===== config.mk =====
export PLATFORM = sky130hd
export DESIGN_NAME = rxburst_fifo
export DESIGN_NICKNAME = d
export VERILOG_FILES = /design/src/rtl/rxb_pkg.sv /design/src/rtl/rxb_store.sv /design/src/rtl/rxb_notify.sv /design/src/rtl/rxburst_fifo.sv
export SDC_FILE = /design/constraint.sdc
export NUM_CORES = 1
export LEC_CHECK = 0
export BUFFER_PORTS_ARGS = -buffer_cell sky130_fd_sc_hd__buf_2
export CORE_ASPECT_RATIO = 1.75
export CORE_UTILIZATION = 50
export CTS_BUF_LIST = sky130_fd_sc_hd__clkbuf_4 sky130_fd_sc_hd__clkbuf_8
export CTS_CLUSTER_DIAMETER = 40
export CTS_CLUSTER_SIZE = 30
export DETAILED_ROUTE_END_ITERATION = 8
export GPL_TIMING_DRIVEN = 0
export PLACE_DENSITY = 0.7
export SLEW_MARGIN = 20
export SYNTH_ARGS = -nofsm -noshare
export SYNTH_HDL_FRONTEND = slang
export SYNTH_SLANG_ARGS = --single-unit

===== constraint.sdc =====
create_clock -name clk -period 4.6 [get_ports clk]
set_clock_uncertainty 0.05 [all_clocks]
set_input_delay 0.46 -clock clk [delete_from_list [all_inputs] [get_ports clk]]
set_output_delay 0.46 -clock clk [all_outputs]
set_load 0.1 [all_outputs]

===== src/rtl/rxb_pkg.sv =====
package rxb_pkg;
    localparam int unsigned BYTE_W      = 8;
    localparam int unsigned DEF_DEPTH   = 16;
    localparam int unsigned DEF_BURST   = 8;
    typedef logic [BYTE_W-1:0] byte_t;
endpackage


===== src/rtl/rxb_store.sv =====
module rxb_store
    import rxb_pkg::*;
#(
    parameter int unsigned DEPTH = DEF_DEPTH,
    localparam int unsigned AW   = $clog2(DEPTH),
    localparam int unsigned CW   = $clog2(DEPTH + 1)
) (
    input  logic          clk,
    input  logic          rst_n,
    input  logic          flush,
    input  logic          wr_req,
    input  byte_t         wr_byte,
    input  logic          rd_req,
    output byte_t         rd_byte,
    output logic [CW-1:0] level_q,
    output logic [CW-1:0] level_nx,
    output logic          ovf_evt,
    output logic          unf_evt
);
    typedef struct packed {
        logic [DEPTH-1:0][BYTE_W-1:0] mem;
        logic [AW-1:0]                wptr;
        logic [AW-1:0]                rptr;
        logic [CW-1:0]                level;
        byte_t                        rdata;
    } st_t;

    st_t st_d, st_q;
    logic is_full, is_empty, do_wr, do_rd;

    always_comb begin
        st_d     = st_q;
        is_full  = (st_q.level == CW'(DEPTH));
        is_empty = (st_q.level == '0);
        do_wr    = !flush && wr_req && !is_full;
        do_rd    = !flush && rd_req && !is_empty;
        ovf_evt  = !flush && wr_req && is_full;
        unf_evt  = !flush && rd_req && is_empty;
        if (flush) begin
            st_d.wptr  = '0;
            st_d.rptr  = '0;
            st_d.level = '0;
        end else begin
            if (do_wr) begin
                st_d.mem[st_q.wptr] = wr_byte;
                st_d.wptr = (st_q.wptr == AW'(DEPTH - 1)) ? '0 : st_q.wptr + 1'b1;
            end
            if (do_rd) begin
                st_d.rdata = st_q.mem[st_q.rptr];
                st_d.rptr  = (st_q.rptr == AW'(DEPTH - 1)) ? '0 : st_q.rptr + 1'b1;
            end
            case ({do_wr, do_rd})
                2'b10:   st_d.level = st_q.level + 1'b1;
                2'b01:   st_d.level = st_q.level - 1'b1;
                default: st_d.level = st_q.level;
            endcase
        end
    end

    always_ff @(posedge clk or negedge rst_n) begin
        if (!rst_n) st_q <= '0;
        else        st_q <= st_d;
    end

    assign rd_byte  = st_q.rdata;
    assign level_q  = st_q.level;
    assign level_nx = st_d.level;

    a_r8_no_overflow: assert property (@(posedge clk) disable iff (!rst_n)
        level_q <= CW'(DEPTH));
    a_r1_flush_empties: assert property (@(posedge clk) disable iff (!rst_n)
        flush |=> (level_q == '0));
    a_r9_balanced_level: assert property (@(posedge clk) disable iff (!rst_n)
        (!flush && wr_req && rd_req && level_q != '0 && level_q != CW'(DEPTH))
        |=> $stable(level_q));
    a_r7_hold_on_empty: assert property (@(posedge clk) disable iff (!rst_n)
        (!flush && rd_req && level_q == '0) |=> $stable(rd_byte));
endmodule


===== src/rtl/rxb_notify.sv =====
module rxb_notify
    import rxb_pkg::*;
#(
    parameter int unsigned DEPTH = DEF_DEPTH,
    parameter int unsigned BURST = DEF_BURST,
    localparam int unsigned CW   = $clog2(DEPTH + 1)
) (
    input  logic          clk,
    input  logic          rst_n,
    input  logic          flush,
    input  logic [CW-1:0] level_q,
    input  logic [CW-1:0] level_nx,
    input  logic          clr_req,
    input  logic          mask,
    input  logic          ovf_evt,
    input  logic          unf_evt,
    output logic          ready,
    output logic          flag,
    output logic          irq,
    output logic          overrun,
    output logic          underrun
);
    typedef struct packed {
        logic ready;
        logic flag;
        logic ovr;
        logic unr;
    } nt_t;

    nt_t nt_d, nt_q;
    logic rise;

    always_comb begin
        nt_d = nt_q;
        rise = 1'b0;
        if (flush) begin
            nt_d = '0;
        end else begin
            nt_d.ready = (level_nx >= CW'(BURST));
            rise       = nt_d.ready && !nt_q.ready;
            nt_d.flag  = rise || (nt_q.flag && !clr_req);
            nt_d.ovr   = nt_q.ovr || ovf_evt;
            nt_d.unr   = nt_q.unr || unf_evt;
        end
    end

    always_ff @(posedge clk or negedge rst_n) begin
        if (!rst_n) nt_q <= '0;
        else        nt_q <= nt_d;
    end

    assign ready    = nt_q.ready;
    assign flag     = nt_q.flag;
    assign irq      = nt_q.flag && !mask;
    assign overrun  = nt_q.ovr;
    assign underrun = nt_q.unr;

    a_r3_ready_tracks_level: assert property (@(posedge clk) disable iff (!rst_n)
        ready == (level_q >= CW'(BURST)));
    a_r4_flag_needs_ready: assert property (@(posedge clk) disable iff (!rst_n)
        $rose(flag) |-> ready);
    a_r5_clear_when_steady: assert property (@(posedge clk) disable iff (!rst_n)
        (clr_req && ready && !flush) |=> !flag);
    a_r8_overrun_sticky: assert property (@(posedge clk) disable iff (!rst_n)
        (overrun && !flush) |=> overrun);
endmodule


===== src/rtl/rxburst_fifo.sv =====
module rxburst_fifo
    import rxb_pkg::*;
#(
    parameter int unsigned DEPTH = DEF_DEPTH,
    parameter int unsigned BURST = DEF_BURST,
    localparam int unsigned CW   = $clog2(DEPTH + 1)
) (
    input  logic       clk,
    input  logic       rst_n,
    input  logic       data_en,
    input  logic       in_valid,
    input  logic [7:0] in_byte,
    input  logic       rd_strobe,
    output logic [7:0] rd_byte,
    input  logic       irq_mask,
    input  logic       flag_clr,
    output logic       burst_ready,
    output logic       burst_flag,
    output logic       irq,
    output logic       overrun,
    output logic       underrun
);
    logic          flush;
    logic [CW-1:0] lvl_q, lvl_nx;
    logic          ovf_evt, unf_evt;

    assign flush = !data_en;

    rxb_store #(.DEPTH(DEPTH)) u_store (
        .clk      (clk),
        .rst_n    (rst_n),
        .flush    (flush),
        .wr_req   (in_valid),
        .wr_byte  (in_byte),
        .rd_req   (rd_strobe),
        .rd_byte  (rd_byte),
        .level_q  (lvl_q),
        .level_nx (lvl_nx),
        .ovf_evt  (ovf_evt),
        .unf_evt  (unf_evt)
    );

    rxb_notify #(.DEPTH(DEPTH), .BURST(BURST)) u_notify (
        .clk      (clk),
        .rst_n    (rst_n),
        .flush    (flush),
        .level_q  (lvl_q),
        .level_nx (lvl_nx),
        .clr_req  (flag_clr),
        .mask     (irq_mask),
        .ovf_evt  (ovf_evt),
        .unf_evt  (unf_evt),
        .ready    (burst_ready),
        .flag     (burst_flag),
        .irq      (irq),
        .overrun  (overrun),
        .underrun (underrun)
    );

    a_r6_mask_blocks_irq: assert property (@(posedge clk) disable iff (!rst_n)
        irq_mask |-> !irq);
    a_r1_idle_when_disabled: assert property (@(posedge clk) disable iff (!rst_n)
        !data_en |=> (!burst_ready && !burst_flag && !overrun && !underrun));
endmodule


-- Word level (Yosys, flattened, before mapping)
Index checks and enable logic that the tools add are counted.
- muxes and demuxes: 12
- add/sub/neg operators: 4
- $lt $le $gt $ge: 4
- equality and inequality tests: 7
- reductions and logical operators: 21
- operators with widths (operator ; number):
    128-bit bitwise mux ; 1
    8-bit binary-select mux with 4-bit select ; 1
    8-bit demux with 4-bit select ; 1
    4-bit two-way mux ; 5
    8-bit two-way mux ; 2
    13-bit two-way mux ; 1
    1-bit logical AND ; 10
    4-bit by 5-bit less-than comparator with 1-bit output (second input constant) ; 2
    5-bit one-hot mux with 2 select lines ; 1
    4-bit by 1-bit adder with 4-bit output (second input constant) ; 2
    4-bit equality test (second input constant) ; 2
    5-bit by 1-bit adder with 5-bit output (second input constant) ; 1
    5-bit equality test (second input constant) ; 1
    5-bit by 4-bit >= comparator with 1-bit output (second input constant) ; 1
    1-bit logical NOT ; 5
    5-bit logical NOT ; 1
    5-bit by 1-bit subtractor with 5-bit output (second input constant) ; 1
    4-bit by 1-bit >= comparator with 1-bit output (second input constant) ; 1
    2-bit by 1-bit inequality test with 1-bit output (second input constant) ; 2
    2-bit AND reduction ; 2
    1-bit logical OR ; 3
    2-bit by 1-bit equality test with 1-bit output (second input constant) ; 1
    2-bit equality test (second input constant) ; 1
- register bits after elaboration: 153
- output and inout bits: 13
- input bits: 15
- word-level logic and storage cells: 72

-- Longest topological paths before layout
- depth in word-level cells: 10
- mapped depth: 13
- mapped depth without buffers: 11

-- By module
From an unflattened synthesis, not the netlist that was laid out.
- cell total of the unflattened synthesis: 514
- area, all modules: 7462.2 sq um
- by module, submodules not included (module ; instances ; cells an instance ; seq. area each (sq um) ; area an instance (sq um)):
    rxb_store ; 1 ; 500 ; 3728.6 ; 7313.3
    rxb_notify ; 1 ; 13 ; 100.1 ; 145.1
    rxburst_fifo ; 1 ; 1 ; 0.0 ; 3.8

-- Worst setup path before layout
OpenSTA, ideal clock, no wires.
- path kind: register to output
- start: reg u_notify.nt_q (netlist bit u_notify.flag)
- end: out irq
- path buffers: 0
- required time: 4.090 ns
- data arrival time: 2.332 ns
- stages on the path, launching flop included: 3
- path slack: 1.758 ns
- path through: dfrtp_1 inv_1 nor2_1
- longest elaborated chain between the ends: 1
- RTL lines (item ; RTL line ; source):
    start: declaration ; rxb_notify.sv:30 ; nt_t nt_d, nt_q;
    start signal: assignment ; rxb_notify.sv:49 ; else nt_q <= nt_d;
    1-bit logical AND ; rxb_notify.sv:54 ; assign irq = nt_q.flag && !mask;
    end: declaration ; rxburst_fifo.sv:19 ; output logic irq,
No other way between the ends.

==> impl_metrics.xml <==
<?xml version="1.0" encoding="UTF-8"?>
<metrics>
  <group name="synth">
    <metric name="synthDistinctLibCells" unit="">47</metric>
    <metric name="netlist_instances" unit="">510</metric>
    <metric name="post_synth.cell_area_avg" unit="µm²">14.2</metric>
    <metric name="syn_area" unit="µm²">7250</metric>
    <metric name="synth.yosys.warnings" unit="">0</metric>
    <metric name="number_of_enable_flip_flop_cells_after_synthesis" unit="">0</metric>
    <metric name="share_of_the_yosys_chip_area_belonging_to_registers" unit="">0.528</metric>
    <metric name="postSynthRegisterBits" unit="">153</metric>
    <metric name="synth_top_flop_cell" unit="">sky130_fd_sc_hd__dfrtp_1</metric>
    <metric name="nets_in_the_synthesized_netlist" unit="">532</metric>
    <metric name="asyncSetResetFlopFracSynth" unit="">1.00</metric>
  </group>
  <group name="power">
    <metric name="max-vdd-ir-drop" unit="mV">0.248</metric>
    <metric name="power.leakage" unit="nW">3.83</metric>
    <metric name="power_per_cell_area" unit="nW/µm²">428</metric>
  </group>
  <group name="critical_path">
    <metric name="endpoint_kind" unit="">flop</metric>
    <metric name="start_kind" unit="">flop</metric>
    <metric name="critPathArrivalTime" unit="ns">3.49</metric>
    <metric name="timing.critical_path.required" unit="ns">4.88</metric>
    <metric name="timing.setup.critical_path_class" unit="">flop to flop</metric>
    <metric name="worst-path-max-fanout" unit="">10</metric>
  </group>
  <group name="layout">
    <metric name="design.final.nets" unit="">580</metric>
    <metric name="post_route_cells_drive_above_1_share" unit="">0.453</metric>
    <metric name="antenna_cells_inserted" unit="">0</metric>
    <metric name="fill_cells" unit="">1115</metric>
    <metric name="commonest_cells_after_routing_fill_and_taps_aside" unit="">153 x sky130_fd_sc_hd__dfrtp_1, 128 x sky130_fd_sc_hd__mux2_2, 42 x sky130_fd_sc_hd__nand2_1</metric>
    <metric name="area.growth.synth_to_final" unit="%">11.3</metric>
    <metric name="commonest_non_fill_non_tap_cell_in_the_layout" unit="">sky130_fd_sc_hd__dfrtp_1</metric>
  </group>
  <group name="routing">
    <metric name="routed_wirelength" unit="µm">15000</metric>
    <metric name="routed-via-count" unit="">4335</metric>
    <metric name="iteration_count_of_the_initial_detailed_routing_pass" unit="">4</metric>
    <metric name="antenna_violating_nets_post_route" unit="">0</metric>
    <metric name="drt-wirelength-per-cell" unit="µm">20.0</metric>
    <metric name="drt-vias-per-instance" unit="">5.80</metric>
    <metric name="remaining_drc_errors" unit="">0</metric>
    <metric name="detail_route.iter0.violations" unit="">151</metric>
  </group>
  <group name="die">
    <metric name="floorplan.io_pins" unit="">28</metric>
    <metric name="coreArea" unit="µm²">14000</metric>
    <metric name="die_area" unit="µm²">15000</metric>
    <metric name="floorplan.rows" unit="">57</metric>
    <metric name="die_height" unit="µm">161</metric>
    <metric name="fp.dieW" unit="µm">93.0</metric>
    <metric name="initial_utilization" unit="">0.516</metric>
  </group>
  <group name="cts">
    <metric name="ctsHoldBuffers" unit="">1</metric>
    <metric name="clkSlewWorstSetupHoldPaths" unit="ns">0.08</metric>
    <metric name="cts_tree" unit="">built</metric>
    <metric name="cts_root_buffer" unit="">sky130_fd_sc_hd__clkbuf_8</metric>
    <metric name="cts.htree.levels" unit="">4</metric>
    <metric name="max-clock-path-buffers" unit="">2</metric>
    <metric name="post_cts_resize_count" unit="">0</metric>
    <metric name="clk-insertion-delay-late" unit="ns">0.43</metric>
    <metric name="cts.repair_timing.setup_buffer_count" unit="">0</metric>
    <metric name="cts_sink_count" unit="">153</metric>
    <metric name="cts_buffers" unit="">17</metric>
  </group>
  <group name="place">
    <metric name="pre_cts_slack" unit="ns">1.22</metric>
    <metric name="io_buffers" unit="">27</metric>
    <metric name="detailed_place_hpwl" unit="µm">11100</metric>
    <metric name="routability_driven_placement_congestion_ratio" unit="">0.733</metric>
  </group>
  <group name="sta">
    <metric name="final-max-slew-violation-count" unit="">0</metric>
    <metric name="tightestPinTransition" unit="ns">0.855</metric>
    <metric name="final_period_minus_worst_setup_slack" unit="ns">3.21</metric>
    <metric name="max_freq" unit="GHz">0.312</metric>
    <metric name="setup_ws_final" unit="ns">1.39</metric>
    <metric name="min_period_over_period" unit="">0.697</metric>
    <metric name="finalSetupViolations" unit="">0</metric>
    <metric name="timing.final.hold_violations" unit="">0</metric>
    <metric name="slew_headroom" unit="">0.430</metric>
    <metric name="tns" unit="ns">0</metric>
    <metric name="unrepaired_setup_endpoints_after_global_routing" unit="">no</metric>
  </group>
  <group name="grt">
    <metric name="vias_in_the_first_global_route" unit="">4704</metric>
    <metric name="gr-usage-all-layers" unit="">0.222</metric>
    <metric name="pin_count_of_the_biggest_net_entering_global_routing" unit="">95</metric>
    <metric name="grt_antenna_before_repair" unit="">0</metric>
    <metric name="globalRouteOverflowTotal" unit="">0</metric>
    <metric name="wire_length_of_the_first_global_routing_pass" unit="µm">25100</metric>
  </group>
  <group name="job">
    <metric name="max-cap-violations" unit="">0</metric>
  </group>
  <group name="worst_hold_path">
    <metric name="timing.hold.worst.class" unit="">input port to flop</metric>
  </group>
  <group name="status">
    <metric name="outcome" unit="">complete, no violations</metric>
  </group>
</metrics>
-- final timing paths --
path                                         start                 end  slack, ns  cells past startpoint
worst max-delay path            u_store.level_q[3]      u_notify.ready       1.39                     12
worst min-delay path                      in_valid    u_notify.overrun       0.30                      3
worst max register to register  u_store.level_q[3]      u_notify.ready       1.39                     12
worst min register to register  u_store.rd_byte[0]  u_store.rd_byte[0]       0.43                      2
max in group asynchronous                    rst_n    u_store.st_q[97]       3.15                      3
min in group asynchronous                    rst_n  u_store.level_q[0]       0.49                      2
-- worst max-delay path: stages (launching register included) --
cell                       delay (ns)
sky130_fd_sc_hd__dfrtp_1         0.47
sky130_fd_sc_hd__or4_4           0.61
sky130_fd_sc_hd__nor2_1          0.17
sky130_fd_sc_hd__or2_2           0.16
sky130_fd_sc_hd__inv_1           0.07
sky130_fd_sc_hd__clkbuf_1        0.25
sky130_fd_sc_hd__ha_1            0.33
sky130_fd_sc_hd__a21oi_1         0.23
sky130_fd_sc_hd__nor3_1          0.08
sky130_fd_sc_hd__o31ai_2         0.22
sky130_fd_sc_hd__and2b_2         0.20
sky130_fd_sc_hd__xnor2_1         0.07
sky130_fd_sc_hd__o21a_1          0.18
-- through the flow --
stage | hold WS (ns) | std cells | util | instance area (µm²) | power, mW
after floorplan | 0.114 | 510 | - | 7250 | 2.24
after global placement | 0.413 | 714 | 0.542 | 7610 | 2.39
after detailed placement | 0.378 | 715 | 0.544 | 7650 | 2.42
after CTS | 0.272 | 747 | 0.575 | 8070 | 3.49
after global routing | 0.282 | 747 | 0.575 | 8070 | 3.62
final | 0.296 | 747 | 0.575 | 8070 | 3.46
-- Yosys cell counts, types with 2 or more instances --
cell | number | area share
sky130_fd_sc_hd__a21oi_1 | 8 | 0.0055
sky130_fd_sc_hd__a311oi_1 | 2 | 0.0024
sky130_fd_sc_hd__inv_1 | 8 | 0.0041
sky130_fd_sc_hd__mux2i_1 | 2 | 0.0028
sky130_fd_sc_hd__ha_1 | 7 | 0.012
sky130_fd_sc_hd__o21ai_0 | 7 | 0.0048
sky130_fd_sc_hd__mux2_2 | 128 | 0.20
sky130_fd_sc_hd__dfrtp_1 | 153 | 0.53
sky130_fd_sc_hd__xnor2_1 | 7 | 0.0085
sky130_fd_sc_hd__or3_1 | 2 | 0.0017
sky130_fd_sc_hd__nand2_2 | 4 | 0.0034
sky130_fd_sc_hd__and3_1 | 5 | 0.0043
sky130_fd_sc_hd__buf_4 | 8 | 0.0083
sky130_fd_sc_hd__nor2b_1 | 3 | 0.0026
sky130_fd_sc_hd__clkbuf_1 | 25 | 0.013
sky130_fd_sc_hd__buf_2 | 8 | 0.0055
sky130_fd_sc_hd__mux4_2 | 40 | 0.12
sky130_fd_sc_hd__nand3_1 | 6 | 0.0041
sky130_fd_sc_hd__nand2_1 | 42 | 0.022
sky130_fd_sc_hd__nor2_1 | 6 | 0.0031
sky130_fd_sc_hd__a31o_2 | 2 | 0.0024
sky130_fd_sc_hd__and2_1 | 9 | 0.0078
sky130_fd_sc_hd__a21boi_0 | 2 | 0.0021
sky130_fd_sc_hd__a31oi_1 | 3 | 0.0026
-- per-layer routing --
metal  up-vias  track usage  part of all wire
met5         -            0                 0
met4         0       0.0762             0.018
met3        21       0.0395             0.028
met2        92        0.403              0.57
met1      2288        0.261              0.38
li1       1934            -                 -
-- area by class of cell --
class | count | area, µm² | area share
buffer | 43 | 209 | 0.0259
clock buffer | 18 | 248 | 0.0307
clock inverter | 13 | 169 | 0.0209
inverter | 9 | 33.8 | 0.00418
multi-input combinational | 305 | 3180 | 0.394
sequential | 153 | 3830 | 0.474
tap | 177 | 221 | 0.0274
timing repair buffer | 29 | 183 | 0.0226
-- sequential cells by signal, summed over array words and instances, names as in the netlist --
| register | count |
|---|---|
| u_notify.ready | 1 |
| u_notify.underrun | 1 |
| u_notify.flag | 1 |
| u_store.level_q | 5 |
| u_store.st_q | 136 |
| u_store.rd_byte | 8 |
| u_notify.overrun | 1 |
-- logic make-up (layout without fill, tap and decap cells) --
| group | after synthesis | in the layout | synth area share |
|---|---|---|---|
| flip-flops | 153 | 153 | 0.528 |
| multiplexers | 171 | 171 | 0.328 |
| AO/OA/AOI/OAI | 32 | 32 | 0.0292 |
| adder cells (fa/ha/maj) | 7 | 7 | 0.0121 |
| buffers and inverters | 52 | 112 | 0.0335 |
| AND/OR/NAND/NOR | 88 | 88 | 0.0612 |
| XOR/XNOR | 7 | 7 | 0.00845 |
-- where the power goes --
group	total, mW	internal (mW)	switching, mW	leakage [nW]
sequential	1.57	1.49	0.0780	2.07
clock	1.07	0.555	0.514	0.199
combinational	0.817	0.310	0.507	1.56
total	3.46	2.36	1.10	3.83
(Power assumes the default switching activity.)
